<file path="src/rtl/fdseq_pkg.sv">
package fdseq_pkg;
  localparam int WORD_W_D = 16;
  localparam int ADDR_W_D = 12;
  localparam int OPC_W_D  = 3;
  localparam int SC_W_D   = 4;

  typedef enum logic [2:0] {
    BUS_NONE = 3'b000,
    BUS_AR   = 3'b001,
    BUS_PC   = 3'b010,
    BUS_IR   = 3'b101,
    BUS_MEM  = 3'b111
  } bus_sel_e;
endpackage

</file>
<file path="src/rtl/fdseq_timer.sv">
module fdseq_timer #(
  parameter int SC_W = fdseq_pkg::SC_W_D,
  localparam int NT = 1 << SC_W
) (
  input  logic          clk,
  input  logic          rst_n,
  input  logic          halt_i,
  input  logic          start_i,
  input  logic          clr_i,
  output logic          run_o,
  output logic [NT-1:0] t_o
);
  logic [SC_W-1:0] sc_q, sc_nxt;
  logic            s_q, s_nxt;

  always_comb begin
    if (halt_i)       s_nxt = 1'b0;
    else if (start_i) s_nxt = 1'b1;
    else              s_nxt = s_q;

    if (!s_q)         sc_nxt = sc_q;
    else if (clr_i)   sc_nxt = '0;
    else              sc_nxt = sc_q + SC_W'(1);
  end

  always_ff @(posedge clk or negedge rst_n) begin
    if (!rst_n) begin
      s_q  <= 1'b1;
      sc_q <= '0;
    end else begin
      s_q  <= s_nxt;
      sc_q <= sc_nxt;
    end
  end

  for (genvar k = 0; k < NT; k++) begin : g_tdec
    assign t_o[k] = (sc_q == SC_W'(k));
  end

  assign run_o = s_q;
endmodule

</file>
<file path="src/rtl/fdseq_dispatch.sv">
module fdseq_dispatch #(
  parameter int OPC_W = fdseq_pkg::OPC_W_D,
  localparam int NOPC = 1 << OPC_W
) (
  input  logic [OPC_W-1:0] opc_i,
  input  logic             ind_i,
  input  logic             t3_i,
  input  logic             run_i,
  output logic [NOPC-1:0]  d_o,
  output logic             ind_ld_o,
  output logic             mref_go_o,
  output logic             rref_exec_o,
  output logic             io_exec_o
);
  for (genvar k = 0; k < NOPC; k++) begin : g_odec
    assign d_o[k] = (opc_i == OPC_W'(k));
  end

  logic en, d_top;
  assign en    = run_i & t3_i;
  assign d_top = d_o[NOPC-1];

  assign ind_ld_o    = en & ~d_top &  ind_i;
  assign mref_go_o   = en & ~d_top;
  assign rref_exec_o = en &  d_top & ~ind_i;
  assign io_exec_o   = en &  d_top &  ind_i;
endmodule

</file>
<file path="src/rtl/fdseq_datapath.sv">
module fdseq_datapath #(
  parameter int WORD_W = fdseq_pkg::WORD_W_D,
  parameter int ADDR_W = fdseq_pkg::ADDR_W_D,
  parameter logic [ADDR_W-1:0] RESET_PC = 'h010
) (
  input  logic                clk,
  input  logic                rst_n,
  input  fdseq_pkg::bus_sel_e bus_sel_i,
  input  logic                ar_ld_i,
  input  logic                ir_ld_i,
  input  logic                pc_inr_i,
  input  logic                ind_ld_i,
  input  logic [WORD_W-1:0]   mem_rdata_i,
  output logic [WORD_W-1:0]   bus_o,
  output logic [ADDR_W-1:0]   ar_o,
  output logic [ADDR_W-1:0]   pc_o,
  output logic [WORD_W-1:0]   ir_o,
  output logic                ind_o
);
  import fdseq_pkg::*;

  logic [ADDR_W-1:0] ar_q, ar_nxt, pc_q, pc_nxt;
  logic [WORD_W-1:0] ir_q, ir_nxt;
  logic              ind_q, ind_nxt;

  always_comb begin
    case (bus_sel_i)
      BUS_AR:  bus_o = WORD_W'(ar_q);
      BUS_PC:  bus_o = WORD_W'(pc_q);
      BUS_IR:  bus_o = ir_q;
      BUS_MEM: bus_o = mem_rdata_i;
      default: bus_o = '0;
    endcase
  end

  always_comb begin
    ar_nxt  = ar_ld_i  ? bus_o[ADDR_W-1:0]  : ar_q;
    ir_nxt  = ir_ld_i  ? bus_o              : ir_q;
    pc_nxt  = pc_inr_i ? pc_q + ADDR_W'(1)  : pc_q;
    ind_nxt = ind_ld_i ? ir_q[WORD_W-1]     : ind_q;
  end

  always_ff @(posedge clk or negedge rst_n) begin
    if (!rst_n) begin
      ar_q  <= '0;
      ir_q  <= '0;
      pc_q  <= RESET_PC;
      ind_q <= 1'b0;
    end else begin
      ar_q  <= ar_nxt;
      ir_q  <= ir_nxt;
      pc_q  <= pc_nxt;
      ind_q <= ind_nxt;
    end
  end

  assign ar_o  = ar_q;
  assign pc_o  = pc_q;
  assign ir_o  = ir_q;
  assign ind_o = ind_q;
endmodule

</file>
<file path="src/rtl/fdseq_core.sv">
module fdseq_core #(
  parameter int WORD_W = fdseq_pkg::WORD_W_D,
  parameter int ADDR_W = fdseq_pkg::ADDR_W_D,
  parameter int OPC_W  = fdseq_pkg::OPC_W_D,
  parameter int SC_W   = fdseq_pkg::SC_W_D,
  parameter logic [ADDR_W-1:0] RESET_PC = 'h010,
  localparam int NT   = 1 << SC_W,
  localparam int NOPC = 1 << OPC_W
) (
  input  logic              clk,
  input  logic              rst_n,
  input  logic              start_i,
  input  logic              halt_i,
  input  logic              sc_clr_i,
  input  logic [WORD_W-1:0] mem_rdata_i,
  output logic [ADDR_W-1:0] mem_addr_o,
  output logic              mem_rd_o,
  output logic [2:0]        bus_sel_o,
  output logic [WORD_W-1:0] bus_o,
  output logic              ar_ld_o,
  output logic              ir_ld_o,
  output logic              pc_inr_o,
  output logic [ADDR_W-1:0] pc_o,
  output logic [WORD_W-1:0] ir_o,
  output logic              ind_o,
  output logic [NOPC-1:0]   d_o,
  output logic [NT-1:0]     t_o,
  output logic              run_o,
  output logic              ind_ld_o,
  output logic              mref_go_o,
  output logic              rref_exec_o,
  output logic              io_exec_o
);
  import fdseq_pkg::*;

  // reset: asserted asynchronously, released through two flops
  logic [1:0] rst_sync_q;
  logic       rst_int_n;
  always_ff @(posedge clk or negedge rst_n) begin
    if (!rst_n) rst_sync_q <= 2'b00;
    else        rst_sync_q <= {rst_sync_q[0], 1'b1};
  end
  assign rst_int_n = rst_sync_q[1];

  logic     clr_all, ir_flag_ld;
  bus_sel_e bus_sel;

  assign clr_all = sc_clr_i | rref_exec_o | io_exec_o;

  fdseq_timer #(.SC_W(SC_W)) timer_i (
    .clk(clk), .rst_n(rst_int_n), .halt_i(halt_i), .start_i(start_i),
    .clr_i(clr_all), .run_o(run_o), .t_o(t_o)
  );

  fdseq_dispatch #(.OPC_W(OPC_W)) disp_i (
    .opc_i(ir_o[WORD_W-2 -: OPC_W]), .ind_i(ind_o), .t3_i(t_o[3]),
    .run_i(run_o), .d_o(d_o), .ind_ld_o(ind_ld_o), .mref_go_o(mref_go_o),
    .rref_exec_o(rref_exec_o), .io_exec_o(io_exec_o)
  );

  // fetch / decode / indirect strobes, one step at a time
  always_comb begin
    bus_sel    = BUS_NONE;
    ar_ld_o    = 1'b0;
    ir_ld_o    = 1'b0;
    pc_inr_o   = 1'b0;
    mem_rd_o   = 1'b0;
    ir_flag_ld = 1'b0;
    if (run_o) begin
      if (t_o[0]) begin
        bus_sel = BUS_PC;
        ar_ld_o = 1'b1;
      end else if (t_o[1]) begin
        bus_sel  = BUS_MEM;
        mem_rd_o = 1'b1;
        ir_ld_o  = 1'b1;
        pc_inr_o = 1'b1;
      end else if (t_o[2]) begin
        bus_sel    = BUS_IR;
        ar_ld_o    = 1'b1;
        ir_flag_ld = 1'b1;
      end else if (ind_ld_o) begin
        bus_sel  = BUS_MEM;
        mem_rd_o = 1'b1;
        ar_ld_o  = 1'b1;
      end
    end
  end

  fdseq_datapath #(.WORD_W(WORD_W), .ADDR_W(ADDR_W), .RESET_PC(RESET_PC)) dp_i (
    .clk(clk), .rst_n(rst_int_n), .bus_sel_i(bus_sel), .ar_ld_i(ar_ld_o),
    .ir_ld_i(ir_ld_o), .pc_inr_i(pc_inr_o), .ind_ld_i(ir_flag_ld),
    .mem_rdata_i(mem_rdata_i), .bus_o(bus_o), .ar_o(mem_addr_o),
    .pc_o(pc_o), .ir_o(ir_o), .ind_o(ind_o)
  );

  assign bus_sel_o = bus_sel;
endmodule

</file>
<file path="config.mk">
export PLATFORM = sky130hd
export DESIGN_NAME = fdseq_core
export DESIGN_NICKNAME = d
export VERILOG_FILES = /design/src/rtl/fdseq_pkg.sv /design/src/rtl/fdseq_timer.sv /design/src/rtl/fdseq_dispatch.sv /design/src/rtl/fdseq_datapath.sv /design/src/rtl/fdseq_core.sv
export SDC_FILE = /design/constraint.sdc
export NUM_CORES = 1
export LEC_CHECK = 0
export ABC_AREA = 1
export BUFFER_PORTS_ARGS = -buffer_cell sky130_fd_sc_hd__buf_2
export CAP_MARGIN = 20
export CORE_MARGIN = 8
export CORE_UTILIZATION = 50
export CTS_CLUSTER_DIAMETER = 200
export DETAILED_ROUTE_END_ITERATION = 8
export GPL_ROUTABILITY_DRIVEN = 0
export PLACE_DENSITY_LB_ADDON = 0.15
export SLEW_MARGIN = 20
export SYNTH_ARGS = -nofsm -noshare
export SYNTH_HDL_FRONTEND = slang
export SYNTH_HIERARCHICAL = 1
export SYNTH_SLANG_ARGS = --single-unit
</file>
<file path="constraint.sdc">
create_clock -name clk -period 8 [get_ports clk]
set_input_delay 2.4 -clock clk [delete_from_list [all_inputs] [get_ports clk]]
set_output_delay 2.4 -clock clk [all_outputs]
set_load 0.02 [all_outputs]
</file>
After elaboration in Yosys (flattened, before gate mapping)
Cells that the tools add are included.
- register bits: 48
- word-level logic and storage cells: 73
- output and inout bits: 93
- bits of input ports: 21
- multiplexer cells: 25
- $add $sub $neg: 2
- bitwise operators: 10
- reductions and logical operators: 3
- equality and inequality tests: 26
- operator list (cell ; count):
    $pmux W16 S4 ; 1
    $eq A4 B4 Y1 const B ; 8
    $eq A3 B3 Y1 const B ; 6
    $mux W1 ; 18
    $eq A4 B3 Y1 const B ; 4
    $mux W3 ; 5
    $add A12 B1 Y12 const B ; 1
    $eq A3 B2 Y1 const B ; 3
    $eq A4 B2 Y1 const B ; 2
    $and A1 B1 Y1 ; 6
    $eq A3 B1 Y1 const B ; 2
    $add A4 B1 Y4 const B ; 1
    $eq A4 B1 Y1 const B ; 1
    $logic_not A4 Y1 ; 1
    $mux W4 ; 1
    $logic_not A3 Y1 ; 1
    $not A1 Y1 ; 2
    $or A1 B1 Y1 ; 2
    $reduce_bool A2 Y1 ; 1

Logic depth before layout (Yosys ltp)
- word-level depth: 11
- gate-level depth with buffers: 18
- mapped depth without buffers: 16

Modules after synthesis
Netlist, hierarchy kept.
- by module, submodules not included (module ; sequential area each (um^2) ; times used ; cells an instance ; area each (um^2)):
    fdseq_datapath ; 1027.2 ; 1 ; 291 ; 2428.6
    fdseq_timer ; 126.4 ; 1 ; 57 ; 376.6
    fdseq_core ; 50.0 ; 1 ; 22 ; 142.6
    fdseq_dispatch ; 0.0 ; 1 ; 21 ; 100.1

Worst setup path before layout
No wires, ideal clock.
- path type: reg-to-output
- start point: reg timer_i.sc_q[0]
- end point: out bus_o[3]
- slack: 2579 ps
- buffers on the path: 2
- data required time: 5600 ps
- data arrival time: 3021 ps
- cell stages (with the launch flop): 15
- cell sequence: dfrtp_1 -> ha_1 -> inv_1 -> nor2_1 -> nand2_1 -> inv_1 -> nand2_1 -> nor2_1 -> nor2_1 -> a21oi_1 -> buf_4 -> inv_4 -> buf_6 -> nand4_1 -> nand4_1
- word-level cells in the longest chain between the ends: 11
- elaborated cells on any way between the ends: 17
- classes of those cells: eq/ne (7); mux (6); bitwise (3); reduce/logical (1)
- RTL lines (what ; line ; RTL):
    start: declaration ; fdseq_timer.sv:13 ; logic [SC_W-1:0] sc_q, sc_nxt;
    start signal: assignment ; fdseq_timer.sv:32 ; sc_q <= sc_nxt;
    $eq A4 B2 Y1 (*) ; fdseq_timer.sv:37 ; assign t_o[k] = (sc_q == SC_W'(k));
    net t_o[3] ; fdseq_core.sv:27 ; output logic [NT-1:0] t_o,
    $and A1 B1 Y1 (*) ; fdseq_dispatch.sv:20 ; assign en = run_i & t3_i;
    $and A1 B1 Y1 (*) (2 in a row) ; fdseq_dispatch.sv:23 ; assign ind_ld_o = en & ~d_top & ind_i;
    net ind_ld_o ; fdseq_core.sv:29 ; output logic ind_ld_o,
    $mux W3 (*) ; fdseq_core.sv:82 ; end else if (ind_ld_o) begin
    $mux W3 (*) ; fdseq_core.sv:78 ; end else if (t_o[2]) begin
    $mux W3 (*) ; fdseq_core.sv:73 ; end else if (t_o[1]) begin
    $mux W3 (*) ; fdseq_core.sv:70 ; if (t_o[0]) begin
    $mux W3 (*) ; fdseq_core.sv:69 ; if (run_o) begin
    net bus_sel_o[0] ; fdseq_core.sv:18 ; output logic [2:0] bus_sel_o,
    $eq A3 B3 Y1 (tied with other cells) ; fdseq_datapath.sv:27 ; case (bus_sel_i)
    $pmux W16 S4 (*) ; fdseq_datapath.sv:27 ;
    end: declaration ; fdseq_core.sv:19 ; output logic [WORD_W-1:0] bus_o,
The timed path passes the listed nets; every way through them passes the cells marked *.

Worst setup path after layout
- start point: reg timer_i.sc_q[0]
- end point: out bus_o[5]
- word-level cells in the longest chain between the ends: 11
- elaborated cells on any way between the ends: 17
- classes of those cells: eq/ne (7); mux (6); bitwise (3); reduce/logical (1)
- RTL lines (what ; line):
    $eq A4 B2 Y1 ; fdseq_timer.sv:37
    $and A1 B1 Y1 ; fdseq_dispatch.sv:20
    $and A1 B1 Y1 (2 in a row) ; fdseq_dispatch.sv:23
    $mux W3 ; fdseq_core.sv:82
    $mux W3 ; fdseq_core.sv:78
    $mux W3 ; fdseq_core.sv:73
    $mux W3 (*) ; fdseq_core.sv:70
    $mux W3 (*) ; fdseq_core.sv:69
    $eq A3 B3 Y1 (tied with other cells) ; fdseq_datapath.sv:27
    $pmux W16 S4 (*) ; fdseq_datapath.sv:27
Every way passes the cells marked *; elsewhere a longest branch is shown, timed or not.

==> results.ini <==
[run_status]
status = complete, no violations

[timing]
hold_viol = 0
finalSetupViolations = 0
period_share = 0.723
period_minus_slack_ns = 5.79
drv_slew = 0
grt_setup_unrepaired = no
fin_setup_tns_ns = 0
fin_skew_ns = 0.00794
clock.fmax_ghz = 0.173
worst_slack_ns = 2.21
tightest_slew_ns = 0.968
slew_headroom = 0.354

[grt]
grt_pass1_vias = 2873
grt_pass1_wl_mm = 14.3
grt.overflow.total = 0
track_usage = 0.201
antenna_found_initial = 0
grt_max_degree = 58

[routing]
totalWireLength_mm = 8.65
routed-via-count = 3098
postRouteAntennaNets = 0
dr.pass1.iters = 4
vias_per_cell = 5.47
wl_per_cell_um = 15.3
drt_first_iter_violations = 145
drc = 0

[floorplan]
die_x_um = 94.1
core_area_um2 = 5920
die-area_um2 = 8850
rows = 28
die_y_um = 94.1
start_util = 0.515
ioPinCount = 114

[placement]
dp_hpwl_mm = 6.34
dpl.cell_count = 558
io_buffers = 113
post-place-ws_ns = 2.59

[critical_path]
path_delay_family = buffers and inverters
start_kind = flip-flop
r2r_start = timer_i/sc_q[0]
r2r_cells = 16
worstSetupEndpointType = output port
max_stage_delay_ns = 0.51
crit_fanout = 57
critical_path_class = reg2out
r2r_setup_slack_ns = 4.79
path_buf_inv = 5
crit_end = bus_o[5]
cp.arrival_ns = 3.39
crit_slowest_cell = buf_4
r2r-end = dp_i/ar_o[8]
setup.worst_path.start = timer_i/sc_q[0]
crit_required_ns = 5.60
cp.depth = 14
cp_cell_sequence = ha_1, inv_1, nor2_1, nand2_1, inv_1, nand2_1, nor2_1, nor2_1, a21oi_4, buf_4, inv_1, nand4_1, nand4_1, buf_2

[power]
powerDensity_nw_per_um2 = 255
vdd_drop_max_uv = 230
power_leakage_uw = 0.00240

[clock_network]
h-tree-depth = 2
cts_sinks = 48
cts_made_buffers = 5
cts_max_path_buffers = 2
cts_setup_buffers = 0
cts_hold_buf = 0
path_clk_slew_ns = 0.10
cts_tree = done
clk_latency_ns = 0.31
cts-root-buf = clkbuf_8
cts-resized-gates = 0

[min_path]
min_path_type = reg2async

[finish]
final_util = 0.623
synthToLayoutAreaGrowth_pct = 21.0
diodes = 0
final_nets = 516
multi_input_area_um2 = 1540
drive_above_1_share = 0.297
finalNonFillerCells = 566
seq_area_um2 = 1210
nFillCells = 552

[yosys]
ys.flop_type = dfrtp_1
ys_warn_count = 6
ys_seq_area_frac = 0.395
postSynthAreaPerCell_um2 = 7.80
synth-seq-cells = 48
ys_types = 30
synth_cells = 391
synth_area_um2 = 3050
ys_async_sr_fraction = 1.00
synthesis.nets = 417
synth-edff-count = 0

[run]
cap_viol_max_count = 0

[per-layer routing]
metal / wire (um) / up-vias / GRT usage
li1: - / 1523 / -
met1: 3880 / 1475 / 0.259
met2: 4090 / 84 / 0.316
met3: 516 / 16 / 0.0504
met4: 171 / 0 / 0.0766
met5: 0 / - / 0
[power breakdown]
group          switching (uW)  internal (uW)
Combinational             257            116
Sequential               74.9            300
Clock                    89.1            102
[layout make-up]
cell class                      instances  area share
Inverter                               38      0.0400
Clock inverter                          2      0.0105
Sequential cell                        48       0.327
Multi-Input combinational cell        282       0.417
Timing Repair Buffer                  115       0.157
Clock buffer                            6      0.0224
Tap cell                               75      0.0254
[kinds of logic after synthesis]
group / synth area share
adder cells (fa/ha/maj): 0.0205
multiplexers: 0.00369
buffers and inverters: 0.104
AO/OA/AOI/OAI: 0.0887
XOR/XNOR: 0.0287
AND/OR/NAND/NOR: 0.358
other: 0.00123
flip-flops: 0.395
[Yosys cell counts, drive strengths merged (2+ instances only)]
| master | number | area [um2] |
|---|---|---|
| a21oi | 5 | 25.0 |
| buf | 19 | 155 |
| clkbuf | 4 | 15.0 |
| dfrtp | 46 | 1150 |
| dfstp | 2 | 52.6 |
| ha | 5 | 62.6 |
| inv | 38 | 148 |
| nand2 | 112 | 435 |
| nand3 | 10 | 65.1 |
| nand4 | 62 | 388 |
| nor2 | 33 | 139 |
| nor3 | 10 | 50.1 |
| o21ai | 3 | 15.0 |
| o21bai | 24 | 180 |
| o22ai | 4 | 50.1 |
| xnor2 | 5 | 43.8 |
| xor2 | 5 | 43.8 |
[worst min path at each step]
stage | from | endpoint | depth (start not counted)
after floorplan | rst_sync_q[0] | rst_sync_q[1] | 0
final | rst_sync_q[1] | dp_i/pc_o[1] | 0
after CTS | rst_sync_q[0] | rst_sync_q[1] | 0
after detailed placement | rst_sync_q[0] | rst_sync_q[1] | 0
after global routing | rst_sync_q[0] | rst_sync_q[1] | 0
after global placement | rst_sync_q[0] | rst_sync_q[1] | 0
[cells in the final DEF (no fill, tap or decap), drive strengths merged]
master and instances:
buf 115, nand2 112, nand4 62, dfrtp 46, inv 38, nor2 33
o21bai 24, nor3 10, nand3 10, clkbuf 6, xor2 5, xnor2 5
ha 5, a21oi 5, o22ai 4, o21ai 3, dfstp 2, or3 1
bufinv 1, clkinv 1, mux2 1, nand3b 1, conb 1
[flip-flops by register name (all words and copies together) (netlist names)]
name and cells:
timer_i/run_o 1, dp_i/ind_o 1, rst_sync_q 2, dp_i/ir_o 16, dp_i/ar_o 12, dp_i/pc_o 12, timer_i/sc_q 4
[stage by stage]
step,total power (uW),hold slack (ns),cell area (um2)
floorplan,627,0.331,3050
global route,996,0.382,3690
detailed placement,755,0.341,3560
global placement,748,0.334,3560
finish,939,0.347,3690
CTS,945,0.362,3690
Power figures use the tool's default switching activity.
